### config.mk
export PLATFORM = sky130hd
export DESIGN_NAME = codec_bitclk_gen
export DESIGN_NICKNAME = d
export VERILOG_FILES = /design/src/rtl/codec_bitclk_gen.sv
export SDC_FILE = /design/constraint.sdc
export NUM_CORES = 1
export LEC_CHECK = 0
export BUFFER_PORTS_ARGS = -buffer_cell sky130_fd_sc_hd__buf_2
export CAP_MARGIN = 10
export CORE_AREA = 4 4 41 43
export DETAILED_ROUTE_END_ITERATION = 16
export DIE_AREA = 0 0 45 47
export GPL_ROUTABILITY_DRIVEN = 1
export PLACE_DENSITY = 0.61
export SYNTH_ARGS = -nofsm -noshare
export SYNTH_HDL_FRONTEND = slang
export SYNTH_SLANG_ARGS = --single-unit
### constraint.sdc
create_clock -name clk -period 2.7 [get_ports clk]
set_input_delay 0.135 -clock clk [delete_from_list [all_inputs] [get_ports clk]]
set_output_delay 0.135 -clock clk [all_outputs]
set_load 0.005 [all_outputs]
### src/rtl/codec_bitclk_gen.sv
module codec_bitclk_gen #(
  parameter int DIV_W = 8
) (
  input  logic             clk,
  input  logic             rst_n,
  input  logic [DIV_W-1:0] div_val,
  output logic             bclk_o,
  output logic             rise_stb_o,
  output logic             fall_stb_o
);

  logic [DIV_W-1:0] cnt_q;
  logic             bclk_q;
  logic             rise_q;
  logic             fall_q;
  logic             reload;

  assign reload = (cnt_q == '0);

  always_ff @(posedge clk or negedge rst_n) begin
    if (!rst_n) begin
      cnt_q  <= '0;
      bclk_q <= 1'b0;
      rise_q <= 1'b0;
      fall_q <= 1'b0;
    end else begin
      rise_q <= reload && !bclk_q;
      fall_q <= reload &&  bclk_q;
      if (reload) begin
        cnt_q  <= div_val;
        bclk_q <= !bclk_q;
      end else begin
        cnt_q  <= cnt_q - 1'b1;
      end
    end
  end

  assign bclk_o     = bclk_q;
  assign rise_stb_o = rise_q;
  assign fall_stb_o = fall_q;


  rise_align_chk: assert property (@(posedge clk) disable iff (!rst_n)
    rise_q |-> (bclk_q && !$past(bclk_q)));


  fall_align_chk: assert property (@(posedge clk) disable iff (!rst_n)
    fall_q |-> (!bclk_q && $past(bclk_q)));


  rise_pulse_chk: assert property (@(posedge clk) disable iff (!rst_n)
    rise_q |=> !rise_q);


  fall_pulse_chk: assert property (@(posedge clk) disable iff (!rst_n)
    fall_q |=> !fall_q);


  strobe_excl_chk: assert property (@(posedge clk) disable iff (!rst_n)
    !(rise_q && fall_q));


  toggle_marked_chk: assert property (@(posedge clk) disable iff (!rst_n)
    (bclk_q != $past(bclk_q)) |-> (rise_q || fall_q));


  count_down_chk: assert property (@(posedge clk) disable iff (!rst_n)
    (cnt_q != '0) |=> (cnt_q == $past(cnt_q) - 1'b1) && $stable(bclk_q));

endmodule

==> flow_summary_export.csv, run 1 <==
group,metric,value,unit
timing,worstMarginPinSlew,328,ps
clocking,cts_tree,"built",
clocking,hold_buffers,1,
detailed_routing,viasPerCell,5.26,
worst_hold_path,worstHoldPathType,"input port to flop",
critical_path,regToRegStartpoint,"cnt_q[4]",
critical_path,r2r_cells,3,
critical_path,critical_path.n_buffers_inverters,0,
place,dpl.hpwl,719,um
critical_path,end_of_the_worst_register_to_register_path,"cnt_q[3]",
synthesis,synthesis.yosys.warnings,0,
layout,layout-drive-gt1-share,29.0,%
detailed_routing,routed_length_per_instance,12.6,um
critical_path,cp_top_family,"simple AND/OR/NAND/NOR gates",
synthesis,netlist.top_cell.by_area,"sky130_fd_sc_hd__dfrtp_1",
die,floorplan.core_area,1300,um^2
place,finalWeightedCongestion,0.761,
critical_path,cp-start-kind,"flop",
timing,slew-limit-headroom,78.1,%
clocking,cts_htree_levels,1,
synthesis,synth-seq-area-share,52.9,%
detailed_routing,drt_iter0_drc,4,
synthesis,post_synthesis_async_set_or_reset_flop_share,100,%
power,power_frac_seq,54.1,%
power,internal_power,349,uW
power,switching_share,34.5,%
global_routing,globalRouteOverflowTotal,0,
layout,multi_input_logic_area,219,um^2
die,floorplan.rows,13,
timing,endpoints_failing_setup,0,
clocking,path_clk_slew,80,ps
timing,post_route_minimum_period,2020,ps
power,power.share.clock,21.8,%
detailed_routing,drc,0,
synthesis,dominantRegCellSynth,"sky130_fd_sc_hd__dfrtp_1",
synthesis,post_synth_instance_area,520,um^2
critical_path,endpoint,"cnt_q[3]",
global_routing,grt_max_degree,12,
critical_path,cp_slowest_cell,"sky130_fd_sc_hd__or4_1",
layout,fillerInstances,138,
critical_path,timing.critical_path.arrival,2180,ps
power,switching_power_total,184,uW
layout,design.final.nets,74,
critical_path,critical_path_class,"flop to flop",
synthesis,yosys.cell_types.count,22,
timing,hold_violations,0,
global_routing,total_routing_usage_reported_by_global_routing,11.9,%
power,power_frac_comb,24.1,%
power,vdd.ir_drop.worst,0.351,mV
clocking,insertion_delay,280,ps
timing,hold-worst-slack,89.9,ps
critical_path,critical_path_required,2860,ps
clocking,postCtsSetupRepairBufs,0,
die,dieHeight,47,um
clocking,clock_tree.root_cell,"sky130_fd_sc_hd__clkbuf_4",
synthesis,synthesized_nets,60,
detailed_routing,finalWirelength,970,um
layout,num_antenna_cells,0,
power,cellPowerDensity,862,nW/um^2
clocking,clkSinkCount,11,
critical_path,crit_cells,3,
die,die-area,2120,um^2
global_routing,vias_in_the_first_global_route,384,
critical_path,critical_path_fanouts_max,9,
place,buffer_ports.inserted,12,
critical_path,crit_path_end_kind,"flop",
die,die_w,45,um
die,boundaryPins,13,
synthesis,synth_area_leaders,"sky130_fd_sc_hd__dfrtp_1 (53%), sky130_fd_sc_hd__o41ai_1 (3.4%), sky130_fd_sc_hd__xnor2_1 (3.4%), sky130_fd_sc_hd__buf_2 (2.9%), sky130_fd_sc_hd__o21ai_0 (2.9%)",
global_routing,antenna_found_initial,0,
run,drv_cap,0,
power,total_power,533,uW
timing,skew,9.58,ps
timing,timing.final.crit_share,75.0,%
synthesis,post_synth_inst_count,49,
detailed_routing,detail-route-antenna-nets,0,
synthesis,postSynthAreaPerCell,10.6,um^2
critical_path,critical_path_cell_by_cell,"or4_1 > or3_1 > mux2_4",
die,initial_utilization,40.0,%
outcome,outcome,"completed",
timing,timing_max_transition_violations_final,0,
synthesis,synthDominantCellAreaShare,52.9,%
power,cellLeakagePower,0.287,nW
critical_path,worstSetupStartpoint,"cnt_q[4]",
layout,layout.area.seq,275,um^2
synthesis,synth_edf_count,0,
layout,layout-area-overhead-vs-synth,18.8,%
timing,post_route_setup_tns,0,ps
synthesis,synth_seq_cells,11,
critical_path,regToRegSetupSlack,680,ps
detailed_routing,first_pass_iters,4,
timing,unrepaired_setup_endpoints_after_global_routing,"false",
clocking,cts-resized-gates,0,
clocking,cts_bufs_inserted,3,
clocking,maximum_buffer_depth_of_the_clock_tree,2,
critical_path,critical_path.max_stage_delay,670,ps
timing,achievable_freq,0.494,GHz
worst_hold_path,min_delay_path_depth,2,
global_routing,grt_pass1_wl,1730,um
detailed_routing,vias,405,
layout make-up:
cell class,instances,share of cell area [%]
Inverter,2,1.21
Tap cell,15,3.04
Clock buffer,3,3.64
Sequential cell,11,44.5
Multi-Input combinational cell,32,35.4
Clock inverter,1,0.810
Timing Repair Buffer,13,11.3
stage by stage:
stage,instance area (um^2),instances,setup slack (ps),util [%]
after floorplan,520,49,811,-
after global placement,581,72,747,44.6
after detailed placement,581,72,704,44.6
after CTS,618,77,676,47.5
after global routing,618,77,583,47.5
final,618,77,676,47.5
routing by layer:
layer  routed length [um]  global-route usage, %  up-vias
met2                  418                   15.5       13
met3                   68                   6.13        4
met4                   19                   7.02        0
met1                  463                   15.6      184
li1                     -                      -      204
met5                    0                      0        -
Yosys cell counts (3+ instances only):
library cell	count
sky130_fd_sc_hd__dfrtp_1	11
sky130_fd_sc_hd__nor2_1	4
sky130_fd_sc_hd__buf_2	3
sky130_fd_sc_hd__o21ai_0	3
cell usage in the layout, fill, tap and decap left out:
master / count
sky130_fd_sc_hd__nor4_1: 2
sky130_fd_sc_hd__o311ai_1: 1
sky130_fd_sc_hd__nor3_1: 2
sky130_fd_sc_hd__and2_1: 2
sky130_fd_sc_hd__mux2_4: 1
sky130_fd_sc_hd__or4_1: 2
sky130_fd_sc_hd__inv_1: 2
sky130_fd_sc_hd__nor2_1: 4
sky130_fd_sc_hd__a31oi_1: 1
sky130_fd_sc_hd__nand2b_1: 2
sky130_fd_sc_hd__xnor2_1: 2
sky130_fd_sc_hd__o31ai_1: 2
sky130_fd_sc_hd__clkbuf_4: 3
sky130_fd_sc_hd__mux2_2: 1
sky130_fd_sc_hd__or3_1: 2
sky130_fd_sc_hd__o41ai_1: 2
sky130_fd_sc_hd__clkinv_2: 1
sky130_fd_sc_hd__o21ai_1: 1
sky130_fd_sc_hd__dfrtp_1: 11
sky130_fd_sc_hd__o21ai_0: 3
sky130_fd_sc_hd__a21oi_1: 1
sky130_fd_sc_hd__dlygate4sd3_1: 1
sky130_fd_sc_hd__ha_1: 1
sky130_fd_sc_hd__buf_2: 12
worst min-delay path by stage:
stage	startpoint	endpoint	slack [ps]
after floorplan	rst_n	bclk_o	-160
after global placement	rst_n	cnt_q[7]	20
after detailed placement	rst_n	cnt_q[7]	20
after CTS	div_val[0]	cnt_q[0]	90
after global routing	div_val[0]	cnt_q[0]	90
final	div_val[0]	cnt_q[0]	90
kinds of logic after synthesis:
group	synth area share, %
muxes	5.05
xor gates and xnor gates	3.37
DFF	52.9
adders and majority gates	2.40
AOI/OAI and AO/OA	13.9
buffers and inverters	5.05
and+or+nand+nor	17.3
flip-flops by register name, indices dropped and copies added (netlist names):
register,flops
bclk_o,1
cnt_q,8
rise_stb_o,1
fall_stb_o,1
power groups by stage:
stage	clock network, mW	registers (mW)	logic, mW
after floorplan	0	0.267	0.115
after global placement	0	0.288	0.131
after detailed placement	0	0.289	0.131
after CTS	0.120	0.287	0.132
after global routing	0.126	0.299	0.152
final	0.116	0.288	0.129
Power figures use the tool's default switching activity.
==> inputs of run 2 (changes only) <==
Settings changed: ABC_AREA set to 1, PLACE_DENSITY 0.61 to 0.66.
Clock period 2.7 ns to 1.7 ns, I/O delays scaled along.
==> run 2 against run 1 <==
Against the previous run: synthesized cell count is 35% higher; global-route usage is 0.63 points higher; critical path depth is 2 higher; critical path type unchanged; fmax is 51% higher; die area stayed put; total power is 25% higher; clock skew is 7.8 ps lower.
==> flow_summary_export.csv, run 2 <==
group,metric,value,unit
outcome,outcome,"completed",
critical_path,critical_path_class,"flop to flop",
clocking,clkSinkCount,11,
layout,multi_input_logic_area,241,um^2
detailed_routing,drt_iter0_drc,9,
layout,final_cell_area,667,um^2
timing,post_route_minimum_period,1340,ps
synthesis,post_synth_instance_area,551,um^2
timing,skew,1.79,ps
die,floorplan.rows,13,
critical_path,timing.critical_path.arrival,1490,ps
global_routing,grt_max_degree,12,
detailed_routing,routed_length_per_instance,11.0,um
clocking,cts_bufs_inserted,3,
clocking,path_clk_slew,70,ps
place,pre_cts_slack,346,ps
die,floorplan.core_area,1300,um^2
synthesis,yosys.cell_types.count,15,
layout,most-common-layout-cells,"sky130_fd_sc_hd__nand2_1 (13), sky130_fd_sc_hd__buf_2 (12), sky130_fd_sc_hd__nor2_1 (11), sky130_fd_sc_hd__dfrtp_1 (11), sky130_fd_sc_hd__inv_1 (9)",
clocking,clock_tree.root_cell,"sky130_fd_sc_hd__clkbuf_4",
layout,layout-drive-gt1-share,27.7,%
critical_path,crit_path_end_kind,"flop",
die,die-area,2120,um^2
die,dieHeight,47,um
power,internal_power,453,uW
global_routing,grt_pass1_wl,1860,um
layout,design.final.nets,95,
global_routing,vias_in_the_first_global_route,445,
die,initial_utilization,42.3,%
detailed_routing,finalWirelength,1080,um
clocking,cts_tree,"built",
layout,registers.top_by_ff_count,"cnt_q",
timing,endpoints_failing_setup,0,
place,dp_cells,93,
power,switching_share,32.0,%
power,cellLeakagePower,0.359,nW
global_routing,antenna_found_initial,0,
timing,finalWorstSetupSlack,357,ps
die,die_w,45,um
detailed_routing,first_pass_iters,4,
synthesis,yosys-top-cells-count,"sky130_fd_sc_hd__nand2_1 (13), sky130_fd_sc_hd__dfrtp_1 (11), sky130_fd_sc_hd__nor2_1 (11)",
synthesis,synth_edf_count,0,
timing,unrepaired_setup_endpoints_after_global_routing,"false",
timing,timing_max_transition_violations_final,0,
power,vdd.ir_drop.worst,0.592,mV
synthesis,post_synthesis_async_set_or_reset_flop_share,100,%
clocking,insertion_delay,270,ps
power,power_frac_seq,53.1,%
timing,slew-limit-headroom,78.5,%
place,finalWeightedCongestion,0.736,
synthesis,synth.most_common_cell,"sky130_fd_sc_hd__nand2_1",
timing,timing.final.crit_share,79.0,%
layout,num_antenna_cells,0,
detailed_routing,viasPerCell,4.66,
power,switching_power_total,213,uW
layout,layoutNonFillerInstCount,98,
power,power_frac_comb,19.4,%
timing,achievable_freq,0.744,GHz
place,buffer_ports.inserted,12,
synthesis,synthesized_nets,77,
clocking,maximum_buffer_depth_of_the_clock_tree,2,
global_routing,globalRouteOverflowTotal,0,
die,boundaryPins,13,
clocking,cts_htree_levels,1,
timing,hold_violations,0,
run,drv_cap,0,
place,dpl.hpwl,847,um
synthesis,synth_seq_cells,11,
detailed_routing,detail-route-antenna-nets,0,
synthesis,synthDominantCellAreaShare,50.0,%
layout,fillerInstances,136,
critical_path,critical_path_required,1850,ps
synthesis,synth_area_leaders,"sky130_fd_sc_hd__dfrtp_1 (50%), sky130_fd_sc_hd__nand2_1 (8.9%), sky130_fd_sc_hd__nor2_1 (7.5%), sky130_fd_sc_hd__inv_1 (6.1%), sky130_fd_sc_hd__nand3_1 (4.5%)",
worst_hold_path,worstHoldPathType,"input port to flop",
timing,worstMarginPinSlew,322,ps
place,place_area,629,um^2
detailed_routing,vias,457,
clocking,postCtsSetupRepairBufs,0,
critical_path,cp-start-kind,"flop",
power,cellPowerDensity,999,nW/um^2
detailed_routing,drc,0,
layout,most_common_cell_after_layout_fill_and_taps_aside,"sky130_fd_sc_hd__nand2_1",
timing,post_route_setup_tns,0,ps
synthesis,dominantRegCellSynth,"sky130_fd_sc_hd__dfrtp_1",
power,power.share.clock,27.5,%
layout,layout.area.seq,275,um^2
layout,largest_reg_flops,8,
global_routing,total_routing_usage_reported_by_global_routing,12.6,%
synthesis,postSynthAreaPerCell,8.34,um^2
synthesis,post_synth_inst_count,66,
synthesis,synth-seq-area-share,50.0,%
critical_path,critical_path_fanouts_max,8,
synthesis,synthesis.yosys.warnings,0,
synthesis,netlist.top_cell.by_area,"sky130_fd_sc_hd__dfrtp_1",
layout,layout-area-overhead-vs-synth,21.1,%
## run 2: cell families (layout without fill, tap and decap cells)
kind of cell    count (synthesis)  after routing  synth area share [%]
xor+xnor                        2              2                  3.18
flops                          11             11                  50.0
simple gates                   37             37                  32.5
buf+inv                         9             26                  6.14
fa+ha+maj                       1              1                  2.27
compound gates                  6              6                  5.91
## run 2: worst max-delay path, cell delays in order, from the launching register on
cell and delay, ps:
sky130_fd_sc_hd__dfrtp_1 400, sky130_fd_sc_hd__inv_1 80, sky130_fd_sc_hd__ha_1 200, sky130_fd_sc_hd__nand2_2 110
sky130_fd_sc_hd__nor3_4 320, sky130_fd_sc_hd__o21ai_0 120
## run 2: final timing paths
kind / startpoint / end / slack (ps) / cells after the start
max reg2reg: cnt_q[0] / cnt_q[1] / 360 / 5
min: div_val[3] / cnt_q[3] / 6 / 3
min in group asynchronous: rst_n / cnt_q[4] / 210 / 2
min reg2reg: bclk_o / rise_stb_o / 480 / 1
max in group asynchronous: rst_n / bclk_o / 1290 / 2
max: cnt_q[0] / cnt_q[1] / 360 / 5
## run 2: cell type report
type / count / area share [%]
Timing Repair Buffer: 13 / 10.5
Sequential cell: 11 / 41.3
Clock inverter: 1 / 0.750
Multi-Input combinational cell: 46 / 36.2
Tap cell: 15 / 2.81
Inverter: 9 / 5.07
Clock buffer: 3 / 3.38
## run 2: stage by stage
stage	hold WS (ps)	util [%]	total power [mW]
after detailed placement	-29.8	48.4	0.489
final	5.82	51.2	0.666
after global placement	-28.2	48.4	0.482
after global routing	13.3	51.2	0.711
after floorplan	-211	-	0.444
after CTS	0.908	51.2	0.675
## run 2: what timing repair did
item,CTS,global route
endpoints found under the setup margin,0,0
endpoints found under the hold margin,11,0
hold buffers,1,0
resized for setup,0,0
## run 2: power by group through the flow
stage | combinational (mW) | clock (mW) | sequential [mW]
4_1_cts | 0.131 | 0.189 | 0.355
3_3_place_gp | 0.124 | 0 | 0.358
6_report | 0.129 | 0.183 | 0.354
2_1_floorplan | 0.0974 | 0 | 0.347
3_5_place_dp | 0.129 | 0 | 0.360
5_1_grt | 0.148 | 0.200 | 0.363
## run 2: routing by layer
| metal | global-route usage [%] | vias to the layer above | wire length (um) |
|---|---|---|---|
| met5 | 0 | - | 0 |
| met4 | 8.77 | 0 | 21 |
| met3 | 3.07 | 2 | 86 |
| met2 | 18.9 | 16 | 480 |
| met1 | 15.8 | 198 | 489 |
| li1 | - | 241 | - |
==> inputs of run 3 (changes only) <==
Settings changed: PLACE_DENSITY 0.66 to 0.63.
Clock period 1.7 ns to 1.4 ns, I/O delays scaled along.
==> run 3 against run 2 <==
Against the previous run: sequential share of layout area fell by 2.1 points; highest routed layer unchanged; sequential cell count did not move; register-to-register slack got worse by 240 ps; largest power group unchanged; final cell count rose by 2.0%; clock power rose by 19%; via count rose by 1.8%; first-iteration DRC count fell by 78%; sequential power rose by 21%; largest cell class unchanged; non-clock buffer count rose by 2.
==> flow_summary_export.csv, run 3 (synthesis results as in run 2) <==
group,metric,value,unit
layout,layout.area.seq,275,um^2
clocking,maximum_buffer_depth_of_the_clock_tree,2,
run,drv_cap,0,
global_routing,total_routing_usage_reported_by_global_routing,14.0,%
global_routing,antenna_found_initial,0,
critical_path,cp_slowest_cell,"sky130_fd_sc_hd__dfrtp_1",
global_routing,grt_max_degree,12,
clocking,cts_tree,"built",
detailed_routing,detail-route-antenna-nets,0,
power,vdd.ir_drop.worst,0.508,mV
layout,num_antenna_cells,0,
timing,post_route_setup_tns,0,ps
critical_path,critical_path_cell_by_cell,"inv_1 > ha_2 > nand2_4 > nor2_4 > nand2_4 > nand3_1 > nand2_1",
timing,endpoints_failing_setup,0,
critical_path,path_common_cell,"sky130_fd_sc_hd__nand2_4",
die,dieHeight,47,um
global_routing,grt_pass1_wl,2010,um
die,floorplan.rows,13,
clocking,postCtsSetupRepairBufs,0,
place,dpl.hpwl,865,um
global_routing,globalRouteOverflowTotal,0,
place,finalWeightedCongestion,0.735,
timing,skew,0.350,ps
timing,finalWorstSetupSlack,112,ps
layout,most-common-layout-cells,"sky130_fd_sc_hd__nand2_1 (13), sky130_fd_sc_hd__buf_2 (12), sky130_fd_sc_hd__nor2_1 (11), sky130_fd_sc_hd__dfrtp_1 (11), sky130_fd_sc_hd__inv_1 (9)",
clocking,clkSinkCount,11,
detailed_routing,drt_iter0_drc,2,
timing,hold-worst-slack,7.26,ps
global_routing,grt.met3_usage,4.60,%
clocking,path_clk_slew,70,ps
global_routing,vias_in_the_first_global_route,480,
timing,timing_max_transition_violations_final,0,
die,die-area,2120,um^2
layout,largest_reg_flops,8,
timing,post_route_minimum_period,1290,ps
critical_path,endpoint,"cnt_q[7]",
global_routing,grt_use_met2,21.2,%
critical_path,regToRegStartpoint,"cnt_q[0]",
detailed_routing,drc,0,
layout,layout-drive-gt1-share,27.1,%
clocking,cts_htree_levels,1,
die,die_w,45,um
detailed_routing,finalWirelength,1140,um
detailed_routing,first_pass_iters,2,
power,cellPowerDensity,1160,nW/um^2
die,floorplan.core_area,1300,um^2
place,buffer_ports.inserted,12,
layout,layout-area-overhead-vs-synth,27.7,%
timing,hold_violations,0,
worst_hold_path,holdCritStartpoint,"div_val[5]",
clocking,clock_tree.root_cell,"sky130_fd_sc_hd__clkbuf_4",
critical_path,crit_path_end_kind,"flop",
critical_path,cp-start-kind,"flop",
timing,unrepaired_setup_endpoints_after_global_routing,"false",
layout,design.final.nets,97,
clocking,insertion_delay,270,ps
die,boundaryPins,13,
critical_path,r2r_cells,7,
timing,achievable_freq,0.776,GHz
layout,registers.top_by_ff_count,"cnt_q",
critical_path,worstSetupStartpoint,"cnt_q[0]",
critical_path,critical_path.max_stage_delay,400,ps
power,total_power,817,uW
critical_path,critical_path_class,"flop to flop",
layout,multi_input_logic_area,259,um^2
critical_path,timing.critical_path.arrival,1450,ps
critical_path,end_of_the_worst_register_to_register_path,"cnt_q[7]",
layout,fillerInstances,145,
detailed_routing,viasPerCell,4.65,
outcome,outcome,"completed",
global_routing,grt_most_used_layer,"met2",
critical_path,regToRegSetupSlack,110,ps
layout,most_common_cell_after_layout_fill_and_taps_aside,"sky130_fd_sc_hd__nand2_1",
critical_path,critical_path_fanouts_max,7,
timing,worstMarginPinSlew,278,ps
detailed_routing,vias,465,
timing,timing.final.crit_share,92.0,%
worst_hold_path,worstHoldPathType,"input port to flop",
timing,slew-limit-headroom,81.4,%
detailed_routing,routed_length_per_instance,11.4,um
die,initial_utilization,42.3,%
place,pre_cts_slack,27.9,ps
critical_path,critical_path_required,1560,ps
global_routing,groute.layer.met1.usage,16.4,%
clocking,cts_bufs_inserted,3,
power,cellLeakagePower,0.387,nW
==> run 3: report_power, final <==
part	switching, mW	total (mW)	internal, mW
clock	0.107	0.217	0.110
combinational	0.0958	0.169	0.0735
sequential	0.0542	0.430	0.376
total	0.257	0.817	0.559
==> run 3: how the worst min path moves through the flow <==
| stage | endpoint | cells after the start |
|---|---|---|
| after floorplan | bclk_o | 0 |
| after global placement | cnt_q[2] | 1 |
| after detailed placement | cnt_q[2] | 1 |
| after CTS | cnt_q[5] | 3 |
| after global routing | cnt_q[2] | 3 |
| final | cnt_q[5] | 3 |
==> run 3: per-stage QoR <==
stage | utilization (%) | cell area, um^2 | instances
2_1_floorplan | - | 551 | 66
3_3_place_gp | 48.4 | 629 | 93
3_5_place_dp | 48.4 | 629 | 93
4_1_cts | 52.7 | 686 | 100
5_1_grt | 54.0 | 703 | 100
6_report | 54.0 | 703 | 100
==> run 3: per-layer routing <==
metal | wire length (um) | share of wire (%)
met5 | 0 | 0
met1 | 498 | 44
met2 | 525 | 46
met3 | 79 | 6.9
met4 | 40 | 3.5
==> run 3: timing repair <==
action                                  in CTS  in global routing
endpoints found under the setup margin       0                  8
hold endpoints to repair                    13                  0
hold buffers                                 3                  0
resized for setup                            0                  4
==> run 3: worst max-delay path: cells and delay by family (launching register included) <==
kind,cells,cell delay (ps)
adder cells (fa/ha/maj),1,220
buffers and inverters,1,80
flip-flops,1,400
AND/OR/NAND/NOR,5,480
==> run 3: cell type report <==
type | count | share of cell area (%)
Clock buffer | 4 | 3.74
Inverter | 9 | 4.80
Multi-Input combinational cell | 46 | 36.8
Sequential cell | 11 | 39.1
Tap cell | 15 | 2.67
Timing Repair Buffer | 15 | 12.8
